$ cat src/rtl/busTrigPkg.sv
package busTrigPkg;
  // Configuration register select
  localparam logic [1:0] REG_CMP_A  = 2'd0;
  localparam logic [1:0] REG_CMP_B  = 2'd1;
  localparam logic [1:0] REG_BDATA  = 2'd2;
  localparam logic [1:0] REG_CTRL   = 2'd3;

  // Control word bit positions
  localparam int CTL_A_RWEN  = 4;
  localparam int CTL_A_RWVAL = 5;
  localparam int CTL_B_RWEN  = 6;
  localparam int CTL_B_RWVAL = 7;
  localparam int CTL_ARM     = 8;

  // Trigger mode codes
  localparam logic [3:0] MD_A_ONLY     = 4'd0;
  localparam logic [3:0] MD_A_OR_B     = 4'd1;
  localparam logic [3:0] MD_A_THEN_B   = 4'd2;
  localparam logic [3:0] MD_A_DATA_EQ  = 4'd3;
  localparam logic [3:0] MD_A_DATA_NE  = 4'd4;
  localparam logic [3:0] MD_EVT_B      = 4'd5;
  localparam logic [3:0] MD_A_THEN_EVT = 4'd6;
  localparam logic [3:0] MD_IN_RANGE   = 4'd7;
  localparam logic [3:0] MD_OUT_RANGE  = 4'd8;

  // Datapath -> control: comparator results
  typedef struct packed {
    logic aHit;
    logic bHit;
    logic dataEq;
    logic inRange;
    logic outRange;
  } cmpHits_t;

  // Control -> datapath: FIFO strobes
  typedef struct packed {
    logic clear;
    logic pushCof;
    logic pushEvt;
    logic pop;
  } fifoStb_t;
endpackage

$ cat src/rtl/busTrigData.sv
module busTrigData
  import busTrigPkg::*;
#(
  parameter int ADDR_W = 16,
  parameter int DATA_W = 8,
  parameter int DEPTH  = 8,
  parameter int CNT_W  = 4
) (
  input  logic              clk,
  input  logic              rstN,
  input  logic              cfgWe,
  input  logic [1:0]        cfgAddr,
  input  logic [ADDR_W-1:0] cfgWdata,
  input  logic              busValid,
  input  logic [ADDR_W-1:0] busAddr,
  input  logic [DATA_W-1:0] busData,
  input  logic              busRw,
  input  logic [ADDR_W-1:0] cofAddr,
  input  fifoStb_t          stb,
  output cmpHits_t          hits,
  output logic [CNT_W-1:0]  count,
  output logic [ADDR_W-1:0] rdata
);
  localparam int PTR_W = (DEPTH > 1) ? $clog2(DEPTH) : 1;
  localparam logic [PTR_W-1:0] PTR_LAST = PTR_W'(DEPTH - 1);
  localparam logic [CNT_W-1:0] CNT_FULL = CNT_W'(DEPTH);

  logic [ADDR_W-1:0] cmpA, cmpB;
  logic [DATA_W-1:0] cmpData;
  logic aRwEn, aRwVal, bRwEn, bRwVal;

  // Comparator configuration
  always_ff @(posedge clk) begin
    if (!rstN) begin
      cmpA <= '0; cmpB <= '0; cmpData <= '0;
      aRwEn <= 1'b0; aRwVal <= 1'b0; bRwEn <= 1'b0; bRwVal <= 1'b0;
    end else if (cfgWe) begin
      case (cfgAddr)
        REG_CMP_A: cmpA    <= cfgWdata;
        REG_CMP_B: cmpB    <= cfgWdata;
        REG_BDATA: cmpData <= cfgWdata[DATA_W-1:0];
        default: begin
          aRwEn  <= cfgWdata[CTL_A_RWEN];
          aRwVal <= cfgWdata[CTL_A_RWVAL];
          bRwEn  <= cfgWdata[CTL_B_RWEN];
          bRwVal <= cfgWdata[CTL_B_RWVAL];
        end
      endcase
    end
  end

  logic dirOkA, dirOkB;
  always_comb begin
    dirOkA        = !aRwEn || (busRw == aRwVal);
    dirOkB        = !bRwEn || (busRw == bRwVal);
    hits.aHit     = busValid && dirOkA && (busAddr == cmpA);
    hits.bHit     = busValid && dirOkB && (busAddr == cmpB);
    hits.dataEq   = (busData == cmpData);
    hits.inRange  = busValid && dirOkA && (busAddr >= cmpA) && (busAddr <= cmpB);
    hits.outRange = busValid && dirOkA && ((busAddr < cmpA) || (busAddr > cmpB));
  end

  // Capture FIFO
  logic [ADDR_W-1:0] mem [DEPTH];
  logic [PTR_W-1:0]  head, tail;
  logic              push, full, doPop;
  logic [ADDR_W-1:0] entry;

  function automatic logic [PTR_W-1:0] nextPtr(input logic [PTR_W-1:0] p);
    return (p == PTR_LAST) ? '0 : p + 1'b1;
  endfunction

  generate
    if (ADDR_W > DATA_W) begin : g_zext
      assign entry = stb.pushEvt ? {{(ADDR_W-DATA_W){1'b0}}, busData} : cofAddr;
    end else begin : g_trunc
      assign entry = stb.pushEvt ? busData[ADDR_W-1:0] : cofAddr;
    end
  endgenerate

  assign push  = stb.pushCof || stb.pushEvt;
  assign full  = (count == CNT_FULL);
  assign doPop = stb.pop && (count != '0);

  always_ff @(posedge clk) begin
    if (push) mem[tail] <= entry;
  end

  always_ff @(posedge clk) begin
    if (!rstN || stb.clear) begin
      head <= '0; tail <= '0; count <= '0;
    end else begin
      if (push) tail <= nextPtr(tail);
      if ((push && full) || doPop) head <= nextPtr(head);
      if (push && !full && !doPop)      count <= count + 1'b1;
      else if (doPop && !push)          count <= count - 1'b1;
    end
  end

  assign rdata = (count == '0) ? '0 : mem[head];
endmodule

$ cat src/rtl/busTrigCtrl.sv
module busTrigCtrl
  import busTrigPkg::*;
#(
  parameter int DEPTH = 8,
  parameter int CNT_W = 4
) (
  input  logic             clk,
  input  logic             rstN,
  input  logic             cfgWe,
  input  logic [1:0]       cfgAddr,
  input  logic [8:0]       cfgCtl,
  input  logic             busFetch,
  input  logic             cofValid,
  input  logic             fifoRd,
  input  cmpHits_t         hits,
  input  logic [CNT_W-1:0] count,
  output fifoStb_t         stb,
  output logic             armed,
  output logic             trigd,
  output logic             forceBrk,
  output logic             tagBrk
);
  localparam logic [CNT_W-1:0] CNT_LAST = CNT_W'(DEPTH - 1);

  logic [3:0] mode;
  logic       seenA;
  logic       ctlWr, armWr, busOk, evtMode, evtQual, cond, fire;

  assign ctlWr   = cfgWe && (cfgAddr == REG_CTRL);
  assign armWr   = ctlWr && cfgCtl[CTL_ARM];
  assign busOk   = armed && !cfgWe;
  assign evtMode = (mode == MD_EVT_B) || (mode == MD_A_THEN_EVT);
  assign evtQual = hits.bHit && ((mode == MD_EVT_B) || seenA);

  always_comb begin
    case (mode)
      MD_A_ONLY:    cond = hits.aHit;
      MD_A_OR_B:    cond = hits.aHit || hits.bHit;
      MD_A_THEN_B:  cond = hits.bHit && seenA;
      MD_A_DATA_EQ: cond = hits.aHit && hits.dataEq;
      MD_A_DATA_NE: cond = hits.aHit && !hits.dataEq;
      MD_IN_RANGE:  cond = hits.inRange;
      MD_OUT_RANGE: cond = hits.outRange;
      default:      cond = 1'b0;
    endcase
  end

  always_comb begin
    stb.clear   = armWr;
    stb.pop     = fifoRd && !armWr;
    stb.pushEvt = busOk && evtMode && evtQual;
    stb.pushCof = busOk && !evtMode && cofValid;
  end

  assign fire = busOk && (evtMode ? (stb.pushEvt && (count == CNT_LAST) && !fifoRd)
                                  : cond);

  always_ff @(posedge clk) begin
    if (!rstN) begin
      mode <= MD_A_ONLY; armed <= 1'b0; trigd <= 1'b0; seenA <= 1'b0;
      forceBrk <= 1'b0; tagBrk <= 1'b0;
    end else begin
      forceBrk <= fire;
      tagBrk   <= fire && busFetch;
      if (ctlWr) begin
        mode  <= cfgCtl[3:0];
        armed <= cfgCtl[CTL_ARM];
        if (armWr) begin
          trigd <= 1'b0;
          seenA <= 1'b0;
        end
      end else begin
        if (fire) begin
          armed <= 1'b0;
          trigd <= 1'b1;
        end
        if (busOk && hits.aHit) seenA <= 1'b1;
      end
    end
  end
endmodule

$ cat src/rtl/busTrigUnit.sv
module busTrigUnit
  import busTrigPkg::*;
#(
  parameter int ADDR_W = 16,
  parameter int DATA_W = 8,
  parameter int DEPTH  = 8
) (
  input  logic              clk,
  input  logic              rstN,
  input  logic              cfgWe,
  input  logic [1:0]        cfgAddr,
  input  logic [ADDR_W-1:0] cfgWdata,
  input  logic              busValid,
  input  logic [ADDR_W-1:0] busAddr,
  input  logic [DATA_W-1:0] busData,
  input  logic              busRw,
  input  logic              busFetch,
  input  logic              cofValid,
  input  logic [ADDR_W-1:0] cofAddr,
  input  logic              fifoRd,
  output logic [ADDR_W-1:0] fifoRdata,
  output logic [$clog2(DEPTH+1)-1:0] fifoCount,
  output logic              armed,
  output logic              trigd,
  output logic              forceBrk,
  output logic              tagBrk
);
  localparam int CNT_W = $clog2(DEPTH + 1);

  cmpHits_t hits;
  fifoStb_t stb;

  busTrigData #(.ADDR_W(ADDR_W), .DATA_W(DATA_W), .DEPTH(DEPTH), .CNT_W(CNT_W)) uData (
    .clk(clk), .rstN(rstN), .cfgWe(cfgWe), .cfgAddr(cfgAddr), .cfgWdata(cfgWdata),
    .busValid(busValid), .busAddr(busAddr), .busData(busData), .busRw(busRw),
    .cofAddr(cofAddr), .stb(stb), .hits(hits), .count(fifoCount), .rdata(fifoRdata)
  );

  busTrigCtrl #(.DEPTH(DEPTH), .CNT_W(CNT_W)) uCtrl (
    .clk(clk), .rstN(rstN), .cfgWe(cfgWe), .cfgAddr(cfgAddr), .cfgCtl(cfgWdata[8:0]),
    .busFetch(busFetch), .cofValid(cofValid), .fifoRd(fifoRd), .hits(hits),
    .count(fifoCount), .stb(stb), .armed(armed), .trigd(trigd),
    .forceBrk(forceBrk), .tagBrk(tagBrk)
  );
endmodule

$ cat config.mk
export PLATFORM = sky130hd
export DESIGN_NAME = busTrigUnit
export DESIGN_NICKNAME = d
export VERILOG_FILES = /design/src/rtl/busTrigPkg.sv /design/src/rtl/busTrigData.sv /design/src/rtl/busTrigCtrl.sv /design/src/rtl/busTrigUnit.sv
export SDC_FILE = /design/constraint.sdc
export NUM_CORES = 1
export LEC_CHECK = 0
export BUFFER_PORTS_ARGS = -buffer_cell sky130_fd_sc_hd__buf_2
export CAP_MARGIN = 0
export CORE_AREA = 4 4 154 156
export CTS_BUF_LIST = sky130_fd_sc_hd__clkbuf_8
export CTS_CLUSTER_SIZE = 16
export DETAILED_ROUTE_END_ITERATION = 10
export DIE_AREA = 0 0 158 160
export PLACE_DENSITY_LB_ADDON = 0.05
export SYNTH_ARGS = -nofsm -noshare
export SYNTH_HDL_FRONTEND = slang
export SYNTH_SLANG_ARGS = --single-unit
$ cat constraint.sdc
create_clock -name clk -period 9.34 [get_ports clk]
set_input_delay 0.467 -clock clk [delete_from_list [all_inputs] [get_ports clk]]
set_output_delay 0.467 -clock clk [all_outputs]
set_load 0.005 [all_outputs]
After elaboration in Yosys (flattened, before gate mapping)

Memory sizes are Yosys's and may differ from the RTL's. A register that Yosys moved wholly into a read port is not among the register bits.
Index checks and enable logic that the tools add are counted.

Register bits: 63
Latch bits: 0
Memory bits (writable): 128
Memory bits (read-only): 0
Input bits: 66
Word-level logic and storage cells: 129
Memories: 1

Add/sub/neg operators: 4
Multipliers: 0
Divide/modulo/power cells: 0
$lt $le $gt $ge: 4
Equal/unequal tests: 21
Shift-type cells: 0
Multiplexer cells: 19
Bitwise logic cells: 1
Reductions and logical operators: 63

Memory list:

| name      | words | width | read ports | clocked after memory_dff | write ports | line              | RTL |
|---|---|---|---|---|---|---|---|
| uData.mem | 8     | 16    | 1          | 1                        | 1           | busTrigData.sv:64 | `logic [ADDR_W-1:0] mem [DEPTH];` |

Operator list:

| cell                | count |
|---|---|
| $eq 16x16->1        | 2 |
| $mux 16             | 2 |
| $logic_and 1x1->1   | 29 |
| $eq 4x3->1 const B  | 5 |
| $ge 16x16->1        | 1 |
| $gt 16x16->1        | 1 |
| $le 16x16->1        | 1 |
| $lt 16x16->1        | 1 |
| $mux 3              | 4 |
| $reduce_and 2->1    | 6 |
| $logic_not 1->1     | 11 |
| $mux 1              | 10 |
| $logic_or 1x1->1    | 9 |
| $eq 4x2->1 const B  | 2 |
| $eq 4x4->1 const B  | 2 |
| $eq 8x8->1          | 1 |
| $logic_not 4->1     | 2 |
| $mux 4              | 2 |
| $pmux 1 s7          | 1 |
| $add 3x1->3 const B | 2 |
| $eq 3x3->1 const B  | 2 |
| $reduce_bool 2->1   | 3 |
| $add 4x1->4 const B | 1 |
| $eq 2x2->1 const B  | 2 |
| 9 further kinds     | 10 |

Logic depth before layout (Yosys ltp)

Depth in word-level cells: 12
Mapped depth: 12
Depth with buffers taken out: 12

Modules after synthesis

A second synthesis with hierarchy kept.

Cell total of the unflattened synthesis: 663
Area, all modules: 8733.4 sq um

Modules (own cells, without submodules):

| module      | instances | cells an instance | area an instance (sq um) | seq. area each (sq um) |
|---|---|---|---|---|
| busTrigData | 1         | 609               | 8249.2                   | 4984.8 |
| busTrigCtrl | 1         | 54                | 484.2                    | 180.2 |

Least setup slack after synthesis

No wires, ideal clock.

Kind: in2reg
Start: input busAddr[11]
End: memory uData.mem[4][0] (enable)
Arrival time: 3.760 ns
Data required time: 8.904 ns
Slack: 5.144 ns
Stages on the path: 6
Cell sequence: ha_1 nand4_2 or4_4 o31ai_1 nand2_2 nor4b_1

Word-level cells in the longest chain between the ends: 7

RTL lines:

| element                      | line              | RTL |
|---|---|---|
| start, declared              | busTrigUnit.sv:14 | `input logic [ADDR_W-1:0] busAddr,` |
| $eq 16x16->1                 | busTrigData.sv:57 | `hits.bHit = busValid && dirOkB && (busAddr == cmpB);` |
| $logic_and 1x1->1            | busTrigData.sv:57 |  |
| $logic_and 1x1->1            | busTrigCtrl.sv:33 | `assign evtQual = hits.bHit && ((mode == MD_EVT_B) \|\| seenA);` |
| $logic_and 1x1->1            | busTrigCtrl.sv:51 | `stb.pushEvt = busOk && evtMode && evtQual;` |
| $logic_or 1x1->1             | busTrigData.sv:81 | `assign push = stb.pushCof \|\| stb.pushEvt;` |
| $mux 1                       | busTrigData.sv:86 | `if (push) mem[tail] <= entry;` |
| $mux 1 (implied by the code) | busTrigData.sv:86 |  |
| end, declared                | busTrigData.sv:64 |  |

Every way passes these cells.

Worst setup path after layout

Start: register uData.cmpB[14]
End: memory uData.mem[7][12] (enable)

Word-level cells in the longest chain between the ends: 7

RTL lines:

| element                      | line              | RTL |
|---|---|---|
| start, declared              | busTrigData.sv:28 | `logic [ADDR_W-1:0] cmpA, cmpB;` |
| start signal, assigned       | busTrigData.sv:40 | `REG_CMP_B: cmpB <= cfgWdata;` |
| $eq 16x16->1                 | busTrigData.sv:57 |  |
| $logic_and 1x1->1            | busTrigData.sv:57 |  |
| $logic_and 1x1->1            | busTrigCtrl.sv:33 |  |
| $logic_and 1x1->1            | busTrigCtrl.sv:51 |  |
| $logic_or 1x1->1             | busTrigData.sv:81 |  |
| $mux 1                       | busTrigData.sv:86 |  |
| $mux 1 (implied by the code) | busTrigData.sv:86 |  |

Every way passes these cells.

==> flow_summary.json <==
{
  "outcome": "completed",
  "clockBufferDepth": 2,
  "critPathArrivalTime_ns": 3.79,
  "num_rows": 55,
  "synth-seq-cells": 194,
  "design_power_total_mw": 1.98,
  "grt_pass1_wl_mm": 32.8,
  "clock_skew_ns": 0.0204,
  "rsz0062_at_grt": "no",
  "setup_viol": 0,
  "yosys.area_share.simple_pct": 11.7,
  "r2r_cells": 9,
  "start_util_pct": 39.4,
  "syn_avg_cell_area_um2": 12.9,
  "drive_above_1_share_pct": 24.7,
  "synthMuxAreaShare_pct": 12.5,
  "numCtsBuffers": 17,
  "placed_area_um2": 9660,
  "synthCells": 683,
  "ios": 90,
  "ctsHoldBuffers": 0,
  "instances_no_fill": 1073,
  "final_common_cell": "edfxtp_1",
  "final.fill_count": 2052,
  "ys.flop_type": "edfxtp_1",
  "cts.clk_slew.worst_paths_ns": 0.12,
  "tightest_slew_ns": 1.02,
  "regArea_um2": 5170,
  "grt_usage_pct": 17.1,
  "synthAdderAreaFrac_pct": 5.62,
  "grt_antenna_before_repair": 1,
  "required_ns": 9.52,
  "final_cell_mix": "128 x edfxtp_1, 100 x nand2_1, 89 x buf_2",
  "area_growth_pct": 14.0,
  "grt-ovfl-total": 0,
  "synth-async-reset-ratio_pct": 0,
  "dp.cells": 1040,
  "port-buffer-count": 89,
  "synth_top_family_by_area": "multiplexers",
  "dp_hpwl_mm": 14.4,
  "synthXorXnorAreaFrac_pct": 1.29,
  "irDropWorstVdd_mv": 0.120,
  "cts_resized": 0,
  "die-area_um2": 25300,
  "drv_cap": 0,
  "synth-compound-area-share_pct": 7.58,
  "finish.instance_area_um2": 10100,
  "dr_total_vias": 5606,
  "firstDrtPassIters": 4,
  "multiInputGateArea_um2": 3470,
  "relSlewSlack_pct": 32.1,
  "post_cts_buffers": 0,
  "period_share_pct": 38.6,
  "critPathCaptureType": "register",
  "critPathCapture": "uData.mem[7][12]",
  "cts.htree.levels": 4,
  "hold_class": "in -> reg",
  "critPathLaunch": "uData.cmpB[14]",
  "cts_tree": "built",
  "hold_viol": 0,
  "wire_per_inst_um": 19.4,
  "rrSetupSlack_ns": 5.73,
  "nNetsFinal": 879,
  "first_global_vias": 5859,
  "clkSinkCount": 194,
  "cp-start-kind": "register",
  "root_buffer": "clkbuf_8",
  "final_util_pct": 45.0,
  "drc": 0,
  "slew_violations": 0,
  "wl_mm": 20.8,
  "ant_nets": 0,
  "netlist_area_um2": 8820,
  "gp_congestion": 0.923,
  "synth_edf_count": 128,
  "crit_type": "reg -> reg",
  "synth_nets": 788,
  "critPathMaxFanout": 9,
  "drt-initial-drc-count": 350,
  "grt_max_degree": 56,
  "ys_seq_area_share_pct": 58.6,
  "synth_cell_type_count": 62,
  "r2r_start": "uData.cmpB[14]",
  "setup_tns_ns": 0,
  "period_needed_ns": 3.61,
  "core_area_um2": 22400,
  "die_h_um": 160,
  "p_per_area_nw_per_um2": 197,
  "clock_latency_ns": 0.48,
  "ys_warn_count": 0,
  "timing.fmax_ghz": 0.277,
  "r2r_end": "uData.mem[7][12]",
  "die_w_um": 158,
  "p_leak_nw": 3.50,
  "viasPerCell": 5.22
}
[synthesized netlist by cell type, types with 18 or more instances]
| library cell | n | share of area (%) |
|---|---|---|
| a21boi_0 | 41 | 3.5 |
| nor2_1 | 34 | 1.4 |
| ha_1 | 38 | 5.4 |
| edfxtp_1 | 128 | 44 |
| mux4_2 | 32 | 8.2 |
| dfxtp_1 | 66 | 15 |
| inv_1 | 35 | 1.5 |
| nand2_1 | 100 | 4.3 |
| a21oi_1 | 18 | 1.0 |
| mux2i_1 | 29 | 3.3 |
| clkbuf_1 | 24 | 1.0 |
| nor2b_1 | 20 | 1.4 |
[routing by layer]
layer  vias up  share of wire (%)  global-route usage (%)
met5         -                  0                       0
met1      2772                 51                    26.2
met3        24                3.8                    2.93
li1       2703                  -                       -
met4         0                1.5                    4.81
met2       107                 44                    25.0
[cell families after synthesis]
kind of cell             after synthesis
adder cells (fa/ha/maj)               39
AND/OR/NAND/NOR                      210
multiplexers                          69
flip-flops                           194
AO/OA/AOI/OAI                         94
buffers and inverters                 64
XOR/XNOR                              13
[sequential cells by signal (all words and copies together) (netlist names), 3 cells and up, named ones only]
name / count
uCtrl.mode: 4
uData.cmpA: 16
uData.cmpB: 16
uData.cmpData: 8
uData.count: 4
uData.head: 3
uData.mem: 128
uData.tail: 3
[power breakdown]
part	switching, mW	leakage [nW]	internal [mW]
Combinational	0.242	1.62	0.229
Clock	0.333	0.196	0.201
Sequential	0.0386	1.69	0.934
Total	0.614	3.50	1.36
[cell type report]
cell class,count,area share [%]
inverter,35,1.31
clock buffer,17,2.33
antenna,1,0.0249
tap,285,3.55
sequential,194,51.4
multi-input combinational,425,34.5
timing repair buffer,101,5.33
clock inverter,15,1.53
[metrics by stage]
step	hold slack (ns)	setup WS [ns]
after floorplan	0.441	5.14
after global placement	0.453	5.54
after detailed placement	0.460	5.49
after CTS	0.196	5.68
after global routing	0.213	5.46
final	0.236	5.73
[worst max-delay path: stages, from the launching register on]
cell and delay [ns]:
dfxtp_1 0.36, inv_1 0.06, ha_1 0.32, nand4_1 0.20, or4_4 0.56, or3_4 0.38
a21oi_4 0.24, nand2_1 0.20, nor2_1 0.67, buf_4 0.32
[worst min path at each step]
stage / slack, ns / depth (start not counted) / start / to
after detailed placement: 0.46 / 2 / uData.cmpB[3] / uData.cmpB[3]
after global placement: 0.45 / 2 / uData.cmpA[7] / uData.cmpA[7]
after floorplan: 0.44 / 2 / uData.aRwEn / uData.aRwEn
after global routing: 0.21 / 3 / cfgWdata[15] / uData.cmpB[15]
after CTS: 0.20 / 3 / busFetch / uCtrl.tagBrk
final: 0.24 / 3 / busFetch / uCtrl.tagBrk
(Power assumes the default switching activity.)
